===== src/rtl/sdram_sched_pkg.sv =====
package sdram_sched_pkg;
  // {cs_n, ras_n, cas_n, we_n}
  typedef enum logic [3:0] {
    CMD_MRS = 4'b0000,
    CMD_REF = 4'b0001,
    CMD_PRE = 4'b0010,
    CMD_ACT = 4'b0011,
    CMD_WR  = 4'b0100,
    CMD_RD  = 4'b0101,
    CMD_NOP = 4'b0111
  } cmd_e;

  typedef enum logic [2:0] {
    ST_BOOT, ST_BOOT_REF, ST_BOOT_MRS, ST_IDLE, ST_COL
  } state_e;
endpackage


===== src/rtl/sdram_gap_cnt.sv =====
module sdram_gap_cnt #(
  parameter int unsigned W       = 8,
  parameter int unsigned RST_VAL = 0
) (
  input  logic         clk_i,
  input  logic         rst_ni,
  input  logic         load_i,
  input  logic [W-1:0] load_val_i,
  output logic         zero_o
);
  logic [W-1:0] cnt_q;

  always_ff @(posedge clk_i or negedge rst_ni) begin
    if (!rst_ni)          cnt_q <= W'(RST_VAL);
    else if (load_i)      cnt_q <= load_val_i;
    else if (cnt_q != '0) cnt_q <= cnt_q - 1'b1;
  end

  assign zero_o = (cnt_q == '0);
endmodule


===== src/rtl/sdram_pin_drive.sv =====
module sdram_pin_drive
  import sdram_sched_pkg::*;
(
  input  cmd_e cmd_i,
  output logic cs_n_o,
  output logic ras_n_o,
  output logic cas_n_o,
  output logic we_n_o
);
  assign {cs_n_o, ras_n_o, cas_n_o, we_n_o} = cmd_i;
endmodule


===== src/rtl/sdram_cmd_sched.sv =====
module sdram_cmd_sched
  import sdram_sched_pkg::*;
#(
  parameter int unsigned BANK_W    = 2,
  parameter int unsigned ROW_W     = 12,
  parameter int unsigned COL_W     = 8,
  parameter int unsigned T_RCD     = 3,
  parameter int unsigned T_RP      = 3,
  parameter int unsigned T_RAS     = 7,
  parameter int unsigned T_RC      = 10,
  parameter int unsigned T_RFC     = 10,
  parameter int unsigned T_MRD     = 2,
  parameter int unsigned T_DAL     = 5,
  parameter int unsigned INIT_CYC  = 16,
  parameter int unsigned INIT_REFS = 2,
  parameter int unsigned MODE_WORD = 'h030
) (
  input  logic                            clk_i,
  input  logic                            rst_ni,
  input  logic                            req_valid_i,
  input  logic                            req_write_i,
  input  logic [BANK_W+ROW_W+COL_W-1:0]   req_addr_i,
  input  logic                            refresh_tick_i,
  output logic                            req_ack_o,
  output logic                            init_done_o,
  output logic                            cmd_cs_n_o,
  output logic                            cmd_ras_n_o,
  output logic                            cmd_cas_n_o,
  output logic                            cmd_we_n_o,
  output logic [BANK_W-1:0]               ba_o,
  output logic [ROW_W-1:0]                addr_o
);
  localparam int unsigned ADDR_W = BANK_W + ROW_W + COL_W;
  localparam int unsigned AP_BIT = 10;
  localparam int unsigned T_A2A  = (T_RC > T_RAS + T_RP) ? T_RC : T_RAS + T_RP;
  localparam int unsigned CNT_W  = $clog2(INIT_CYC + T_A2A + T_RFC + T_DAL + 2);
  localparam int unsigned REFS_W = $clog2(INIT_REFS + 1);

  state_e              state_q, state_d;
  cmd_e                cmd_q, cmd_d;
  logic [BANK_W-1:0]   ba_q, ba_d, bank_q;
  logic [ROW_W-1:0]    addr_q, addr_d;
  logic [COL_W-1:0]    col_q;
  logic                wr_q, ack_q, ack_d, done_q, done_set;
  logic                ref_pend_q, ref_clr, ref_req;
  logic [REFS_W-1:0]   refs_q;
  logic                refs_dec, latch_req;

  logic                gap_ld, rc_ld, dal_ld;
  logic [CNT_W-1:0]    gap_val;
  logic                gap_z, rc_z, dal_z;

  sdram_gap_cnt #(.W(CNT_W), .RST_VAL(INIT_CYC - 1)) u_gap (
    .clk_i, .rst_ni, .load_i(gap_ld), .load_val_i(gap_val), .zero_o(gap_z));
  sdram_gap_cnt #(.W(CNT_W), .RST_VAL(0)) u_rc (
    .clk_i, .rst_ni, .load_i(rc_ld), .load_val_i(CNT_W'(T_A2A - 1)), .zero_o(rc_z));
  sdram_gap_cnt #(.W(CNT_W), .RST_VAL(0)) u_dal (
    .clk_i, .rst_ni, .load_i(dal_ld), .load_val_i(CNT_W'(T_DAL - 1)), .zero_o(dal_z));

  // tick is honoured in its own cycle so it beats a request arriving with it
  assign ref_req = ref_pend_q | refresh_tick_i;

  always_comb begin
    state_d   = state_q;
    cmd_d     = CMD_NOP;
    ba_d      = '0;
    addr_d    = '0;
    ack_d     = 1'b0;
    gap_ld    = 1'b0;
    gap_val   = '0;
    rc_ld     = 1'b0;
    dal_ld    = 1'b0;
    ref_clr   = 1'b0;
    refs_dec  = 1'b0;
    done_set  = 1'b0;
    latch_req = 1'b0;
    unique case (state_q)
      ST_BOOT: if (gap_z) begin
        cmd_d          = CMD_PRE;
        addr_d[AP_BIT] = 1'b1;
        gap_ld         = 1'b1;
        gap_val        = CNT_W'(T_RP - 1);
        state_d        = ST_BOOT_REF;
      end
      ST_BOOT_REF: if (gap_z) begin
        cmd_d    = CMD_REF;
        gap_ld   = 1'b1;
        gap_val  = CNT_W'(T_RFC - 1);
        refs_dec = 1'b1;
        if (refs_q == REFS_W'(1)) state_d = ST_BOOT_MRS;
      end
      ST_BOOT_MRS: if (gap_z) begin
        cmd_d    = CMD_MRS;
        addr_d   = ROW_W'(MODE_WORD);
        gap_ld   = 1'b1;
        gap_val  = CNT_W'(T_MRD - 1);
        done_set = 1'b1;
        state_d  = ST_IDLE;
      end
      ST_IDLE: if (gap_z && rc_z && dal_z) begin
        if (ref_req) begin
          cmd_d   = CMD_REF;
          gap_ld  = 1'b1;
          gap_val = CNT_W'(T_RFC - 1);
          ref_clr = 1'b1;
        end else if (req_valid_i && !ack_q) begin
          cmd_d     = CMD_ACT;
          ba_d      = req_addr_i[ADDR_W-1 -: BANK_W];
          addr_d    = req_addr_i[COL_W +: ROW_W];
          gap_ld    = 1'b1;
          gap_val   = CNT_W'(T_RCD - 1);
          rc_ld     = 1'b1;
          latch_req = 1'b1;
          state_d   = ST_COL;
        end
      end
      ST_COL: if (gap_z) begin
        cmd_d              = wr_q ? CMD_WR : CMD_RD;
        ba_d               = bank_q;
        addr_d[COL_W-1:0]  = col_q;
        addr_d[AP_BIT]     = 1'b1;
        ack_d              = 1'b1;
        dal_ld             = wr_q;
        state_d            = ST_IDLE;
      end
      default: state_d = ST_IDLE;
    endcase
  end

  always_ff @(posedge clk_i or negedge rst_ni) begin
    if (!rst_ni) begin
      state_q    <= ST_BOOT;
      cmd_q      <= CMD_NOP;
      ba_q       <= '0;
      addr_q     <= '0;
      ack_q      <= 1'b0;
      done_q     <= 1'b0;
      ref_pend_q <= 1'b0;
      refs_q     <= REFS_W'(INIT_REFS);
      bank_q     <= '0;
      col_q      <= '0;
      wr_q       <= 1'b0;
    end else begin
      state_q    <= state_d;
      cmd_q      <= cmd_d;
      ba_q       <= ba_d;
      addr_q     <= addr_d;
      ack_q      <= ack_d;
      done_q     <= done_q | done_set;
      ref_pend_q <= ref_req & ~ref_clr;
      if (refs_dec) refs_q <= refs_q - 1'b1;
      if (latch_req) begin
        bank_q <= req_addr_i[ADDR_W-1 -: BANK_W];
        col_q  <= req_addr_i[COL_W-1:0];
        wr_q   <= req_write_i;
      end
    end
  end

  sdram_pin_drive u_pins (
    .cmd_i(cmd_q), .cs_n_o(cmd_cs_n_o), .ras_n_o(cmd_ras_n_o),
    .cas_n_o(cmd_cas_n_o), .we_n_o(cmd_we_n_o));

  assign ba_o        = ba_q;
  assign addr_o      = addr_q;
  assign req_ack_o   = ack_q;
  assign init_done_o = done_q;
endmodule


===== config.mk =====
export PLATFORM = sky130hd
export DESIGN_NAME = sdram_cmd_sched
export DESIGN_NICKNAME = d
export VERILOG_FILES = /design/src/rtl/sdram_sched_pkg.sv /design/src/rtl/sdram_gap_cnt.sv /design/src/rtl/sdram_pin_drive.sv /design/src/rtl/sdram_cmd_sched.sv
export SDC_FILE = /design/constraint.sdc
export NUM_CORES = 1
export LEC_CHECK = 0
export BUFFER_PORTS_ARGS = -buffer_cell sky130_fd_sc_hd__buf_2
export CORE_MARGIN = 3
export CORE_UTILIZATION = 61
export CTS_BUF_LIST = sky130_fd_sc_hd__clkbuf_4 sky130_fd_sc_hd__clkbuf_8
export DETAILED_ROUTE_END_ITERATION = 10
export PLACE_DENSITY = 0.84
export SYNTH_ARGS = -nofsm -noshare
export SYNTH_HDL_FRONTEND = slang
export SYNTH_SLANG_ARGS = --single-unit

===== constraint.sdc =====
create_clock -name clk_i -period 3.3 [get_ports clk_i]
set_input_delay 0.33 -clock clk_i [delete_from_list [all_inputs] [get_ports clk_i]]
set_output_delay 0.33 -clock clk_i [all_outputs]
set_load 0.1 [all_outputs]

### After elaboration in Yosys (flattened, before gate mapping)

Index checks and enable logic that the tools add are counted.

* bits in registers: 55
* latch bits: 0
* RAM bits: 0
* memory bits (read-only): 0
* input port bits: 27
* output and inout port bits: 20
* logic and storage cells: 112
* memories: 0

* add/subtract/negate cells: 4
* multipliers: 0
* div/mod/pow operators: 0
* order comparisons: 0
* equal/unequal tests: 12
* shift-type cells: 0
* muxes and demuxes: 60
* bitwise gates (word level): 4
* reductions and logical operators: 18

Operators by type and width (number)
* 6-bit 2-to-1 mux: 9
* 3-bit 2-to-1 mux: 13
* 12-bit 2-to-1 mux: 3
* 6-bit one-hot mux with 4 select lines: 1
* 8-bit one-hot mux with 3 select lines: 1
* 6-bit logical NOT: 3
* 6-bit nonzero test: 3
* 6-bit by 1-bit subtractor with 6-bit output (second input constant): 3
* 1-bit 2-to-1 mux: 17
* 3-bit one-hot mux with 5 select lines: 1
* 2-bit 2-to-1 mux: 7
* 2-bit inequality test (second input constant): 6
* 3-bit one-hot mux with 4 select lines: 1
* 8-bit 2-to-1 mux: 1
* 2-bit one-hot mux with 2 select lines: 2
* 7-bit AND reduction: 1
* 3-bit by 2-bit == test with 1-bit output (second input constant): 2
* 2-bit nonzero test: 3
* 4-bit 2-to-1 mux: 1
* 1-bit one-hot mux with 2 select lines: 2
* 2-bit OR reduction: 2
* 3-bit by 1-bit == test with 1-bit output (second input constant): 1
* 3-bit == test (second input constant): 1
* 1-bit logical AND: 3
* other kinds (10): 11

### Logic depth before layout (Yosys ltp)

* word-level depth: 7
* mapped depth: 10

### Modules after synthesis

A second synthesis with hierarchy kept.

* cell total of the unflattened synthesis: 248
* area, all modules: 2777.7 um2

Modules (own cells, without submodules)
* sdram_cmd_sched: times used 1, cells each 124, area each 1541.5 um2, sequential area each 905.9 um2
* sdram_gap_cnt (u_dal ...): times used 2, cells each 40, area each 400.4 um2, sequential area each 150.1 um2
* sdram_gap_cnt (u_gap): times used 1, cells each 40, area each 405.4 um2, sequential area each 155.1 um2
* sdram_pin_drive: times used 1, cells each 4, area each 30.0 um2, sequential area each 0.0 um2

### Least setup slack after synthesis

No wires, ideal clock.

* path type: reg2reg
* start point: reg ack_q (netlist: req_ack_o)
* end point: reg u_gap.cnt_q[0]
* setup time: 0.077 ns
* arrival: 2.143 ns
* data required time: 3.223 ns
* setup slack: 1.080 ns
* cell stages (with the launch flop): 7
* buffers on the path: 1
* clock period less this slack: 2.220 ns
* cells stage by stage: dfrtp_1 > nand2b_1 > nor3_1 > and4_1 > buf_4 > or4_1 > a31oi_1

* longest elaborated chain between the ends: 7

Ends and longest elaborated chain
* start, declared: line sdram_cmd_sched.sv:44 `logic wr_q, ack_q, ack_d, done_q, done_set;`
* start signal, assigned: line sdram_cmd_sched.sv:148 `ack_q <= ack_d;`
* 1-bit logical NOT (*): line sdram_cmd_sched.sv:106 `end else if (req_valid_i && !ack_q) begin`
* 1-bit logical AND (*): line sdram_cmd_sched.sv:106
* 1-bit 2-to-1 mux (*): line sdram_cmd_sched.sv:106
* 1-bit 2-to-1 mux (*): line sdram_cmd_sched.sv:101 `if (ref_req) begin`
* 1-bit 2-to-1 mux (*): line sdram_cmd_sched.sv:100 `ST_IDLE: if (gap_z && rc_z && dal_z) begin`
* 1-bit one-hot mux with 2 select lines (*): line sdram_cmd_sched.sv:77 `unique case (state_q)`
* 6-bit 2-to-1 mux / 2-bit nonzero test (equally long branches)
* end signal, assigned: line sdram_gap_cnt.sv:14 `if (!rst_ni) cnt_q <= W'(RST_VAL);`
* end signal, assigned: line sdram_gap_cnt.sv:15 `else if (load_i) cnt_q <= load_val_i;`
* end signal, assigned: line sdram_gap_cnt.sv:16 `else if (cnt_q != '0) cnt_q <= cnt_q - 1'b1;`
* end, declared: line sdram_gap_cnt.sv:11 `logic [W-1:0] cnt_q;`

Mark *: on every way between the ends. The rest lies on a longest branch, timed or not.
A chain may end at the register's enable or synchronous reset.

### Worst setup path in the final report

* start point: reg u_gap.cnt_q[0]
* end point: reg u_gap.cnt_q[0]

* longest elaborated chain between the ends: 6

Ends and longest elaborated chain
* 6-bit logical NOT: line sdram_gap_cnt.sv:19 `assign zero_o = (cnt_q == '0);`
* 1-bit logical AND (2 in series): line sdram_cmd_sched.sv:100
* 6-bit 2-to-1 mux / 1-bit 2-to-1 mux (equally long branches): line sdram_cmd_sched.sv:100
* 6-bit one-hot mux with 4 select lines / 1-bit one-hot mux with 2 select lines (equally long branches): line sdram_cmd_sched.sv:77
* 6-bit 2-to-1 mux / 2-bit nonzero test (equally long branches)

Parallel ways exist; a longest one is shown, timed or not. The select of a mux whose other input is x is not followed.

==> impl_metrics.py <==
metrics = {
    "global_route": {
        "grt_pass1_vias": 1847,
        "grt_overflow_total": 0,
        "antenna_found_initial": 0,
        "grt_max_degree": 30,
        "grt_pass1_wl_um": 8060,
        "gr-usage-all-layers_pct": 20.7,
    },
    "routing": {
        "wl_per_cell_um": 13.4,
        "via_per_inst": 5.46,
        "route.vias.total": 1839,
        "drc_errors": 0,
        "route.antenna.remaining_nets": 0,
        "first_iter_violations": 229,
        "detail_route.first_pass.iterations": 4,
        "totalWireLength_um": 4530,
    },
    "pwr": {
        "cellLeakagePower_nw": 1.46,
        "vdd_drop_max_mv": 0.587,
        "power_density_nw_per_um2": 560,
    },
    "setup_path": {
        "r2r_setup_slack_ns": 0.75,
        "reg2reg_to": "u_gap.cnt_q[0]$_DFFE_PN1P_",
        "max_stage_delay_ns": 0.65,
        "crit_start": "u_gap.cnt_q[0]$_DFFE_PN1P_",
        "cp-start-kind": "register",
        "cp_max_fo": 18,
        "rr_worst_depth": 7,
        "crit_type": "reg2reg",
        "cp-end-kind": "register",
        "crit_slowest_cell": "and4_1",
        "reg2reg_from": "u_gap.cnt_q[0]$_DFFE_PN1P_",
        "required_ns": 3.52,
        "crit_arrival_ns": 2.77,
        "cp-endpoint": "u_gap.cnt_q[0]$_DFFE_PN1P_",
        "path_cells": "inv_1, ha_1, or4b_1, nor2_1, and4_1, or4_1, a31oi_1",
    },
    "synthesis": {
        "synth.most_common_cell": "nand2_1",
        "synth_flop_cell": "dfrtp_1",
        "synth_cell_types": 42,
        "synth_top_area_share_pct": 47.1,
        "synthesis.nets": 281,
        "synth-seq-area-share_pct": 55.7,
        "synth_warnings": 0,
        "synth.ff_latch_count": 54,
        "yosys-top-cells-area": "dfrtp_1 (47%), dfstp_2 (8.6%), nand2_1 (8.4%)",
        "synth_top_cell_by_area": "dfrtp_1",
        "synth_fa_ha_area_share_pct": 3.07,
        "async_flop_share_pct": 100,
        "netlist_area_um2": 2440,
        "netlist_instances": 248,
        "synth_top_family_by_area": "simple AND/OR/NAND/NOR gates",
        "synth-compound-area-share_pct": 10.0,
        "avgSynthCellArea_um2": 9.85,
        "synth.area.mux_share_pct": 0.819,
        "synth_common_cells": "nand2_1 (55), dfrtp_1 (46), nor2_1 (20)",
        "synth_edf_count": 0,
        "synth-xor-area-share_pct": 2.51,
        "synth-simple-area-share_pct": 23.3,
    },
    "clocking": {
        "cts_tree": "done",
        "root_buffer": "clkbuf_8",
        "cts_resized": 0,
        "htree_levels": 2,
        "cts_hold_buf": 0,
        "clk_pin_slew_worst_paths_ns": 0.09,
        "numCtsBuffers": 5,
        "worstSkewPairLatency_ns": 0.30,
        "clock-sinks": 54,
        "cts.path.max_buffers": 2,
        "post_cts_buffers": 0,
    },
    "min_path": {
        "hold_class": "in2async",
    },
    "finish": {
        "final_nets": 321,
        "multi_input_area_um2": 975,
        "n_fill_cell": 277,
        "antennaDiodeCount": 0,
        "regArea_um2": 1360,
        "areaGrowthSynthToFinish_pct": 13.2,
        "fin_area_um2": 2770,
        "drive_gt1_share_pct": 23.9,
        "utilization_pct": 73.3,
    },
    "placed_design": {
        "placed_area_um2": 2670,
        "dpl_worst_slack_ns": 0.771,
        "hpwl_um": 3330,
        "portBuffers": 45,
        "place_congestion": 0.865,
    },
    "sta": {
        "fmax_mhz": 392,
        "setup_tns_ns": 0,
        "period_needed_ns": 2.55,
        "worstMarginPinSlew_ns": 0.744,
        "rsz0062_at_grt": "no",
        "drv_slew": 0,
        "skew_ns": 0.00458,
        "relSlewSlack_pct": 49.9,
        "post-route-period-util_pct": 77.2,
        "finalHoldViolations": 0,
        "setup_violations": 0,
        "setup_slack_ns": 0.752,
        "hold_slack_ns": 0.0323,
    },
    "floorplanning": {
        "io_pins": 47,
        "core_um2": 3770,
        "die_x_um": 69.3,
        "die_y_um": 69.3,
        "die_area_um2": 4800,
        "initial_core_util_pct": 64.8,
        "fp-row-count": 22,
    },
    "flow_run": {
        "cap_violations": 0,
    },
    "outcome": {
        "status": "completed",
    },
}
-- worst min-delay path by stage --
stage,to,slack (ns),cells past startpoint
final,u_gap.cnt_q[4]$_DFFE_PN0P_,0.03,1
after floorplan,addr_o[0]$_DFF_PN0_,0.03,0
after global placement,u_gap.cnt_q[4]$_DFFE_PN0P_,0.38,1
after global routing,addr_o[11]$_DFF_PN0_,0.08,1
after detailed placement,refs_q[0]$_DFFE_PN0P_,0.38,1
after CTS,addr_o[11]$_DFF_PN0_,0.05,1
-- cells in the final DEF, fill, tap and decap left out, types with 2 or more instances in the layout --
cell type / netlist / routed
nand2_1: 55 / 55
dfrtp_1: 46 / 46
buf_2: 5 / 45
nor2_1: 20 / 20
nor3_1: 11 / 11
inv_1: 10 / 10
o21ai_0: 10 / 10
dfstp_2: 8 / 8
nand2b_1: 6 / 6
a22o_1: 6 / 6
a21oi_1: 6 / 6
ha_1: 6 / 6
clkbuf_8: 0 / 6
and2_1: 5 / 5
a31oi_1: 5 / 5
or3_1: 4 / 4
xnor2_1: 4 / 4
or2_2: 3 / 3
a211oi_1: 3 / 3
xor2_1: 3 / 3
and4_1: 2 / 2
a21o_1: 2 / 2
nand3_1: 2 / 2
mux2i_1: 2 / 2
-- logic make-up (layout without fill, tap and decap cells) --
logic type | Yosys count | after routing
XOR/XNOR | 7 | 7
other | 1 | 1
flip-flops | 54 | 54
AND/OR/NAND/NOR | 118 | 118
multiplexers | 2 | 2
adder cells (fa/ha/maj) | 6 | 6
buffers and inverters | 23 | 64
AO/OA/AOI/OAI | 37 | 37
-- metal layers --
metal / vias to the layer above / GRT usage (%) / share of wire [%]
met5: - / 0 / 0
met4: 0 / 7.38 / 1.3
met3: 7 / 4.20 / 5.3
met2: 56 / 33.8 / 49
met1: 875 / 27.6 / 44
li1: 901 / - / -
-- report_power, final --
group	switching (mW)	internal [mW]
sequential	0.0722	0.759
clock	0.214	0.173
combinational	0.186	0.145
total	0.472	1.08
-- final cells by class --
class / count / share of cell area (%)
clock buffers: 6 / 2.99
clock inverters: 2 / 0.588
inverters: 10 / 1.36
multi-input cells: 171 / 35.2
flip-flops and latches: 54 / 49.2
well taps: 48 / 2.17
repair buffers: 46 / 8.42
-- critical path: cells and delay by family, from the launching register on --
family                     cells  cell delay [ns]
AOI/OAI and AO/OA              1             0.08
adders and majority gates      1             0.22
buffers and inverters          1             0.07
DFF                            1             0.38
and+or+nand+nor                4             1.72
-- sequential cells by signal (all words and copies together) (netlist names) --
signal	cells
addr_o	12
init_done_o	1
ba_o	2
u_dal.cnt_q	6
u_gap.cnt_q	6
cmd_q	3
state_q	3
ref_pend_q	1
u_rc.cnt_q	6
bank_q	2
wr_q	1
req_ack_o	1
refs_q	2
col_q	8
-- metrics by stage --
step,power (mW),std cells
6_report,1.55,337
5_1_grt,1.64,337
4_1_cts,1.56,337
3_5_place_dp,1.18,329
3_3_place_gp,1.16,329
2_1_floorplan,1.08,248
(Power assumes the default switching activity.)
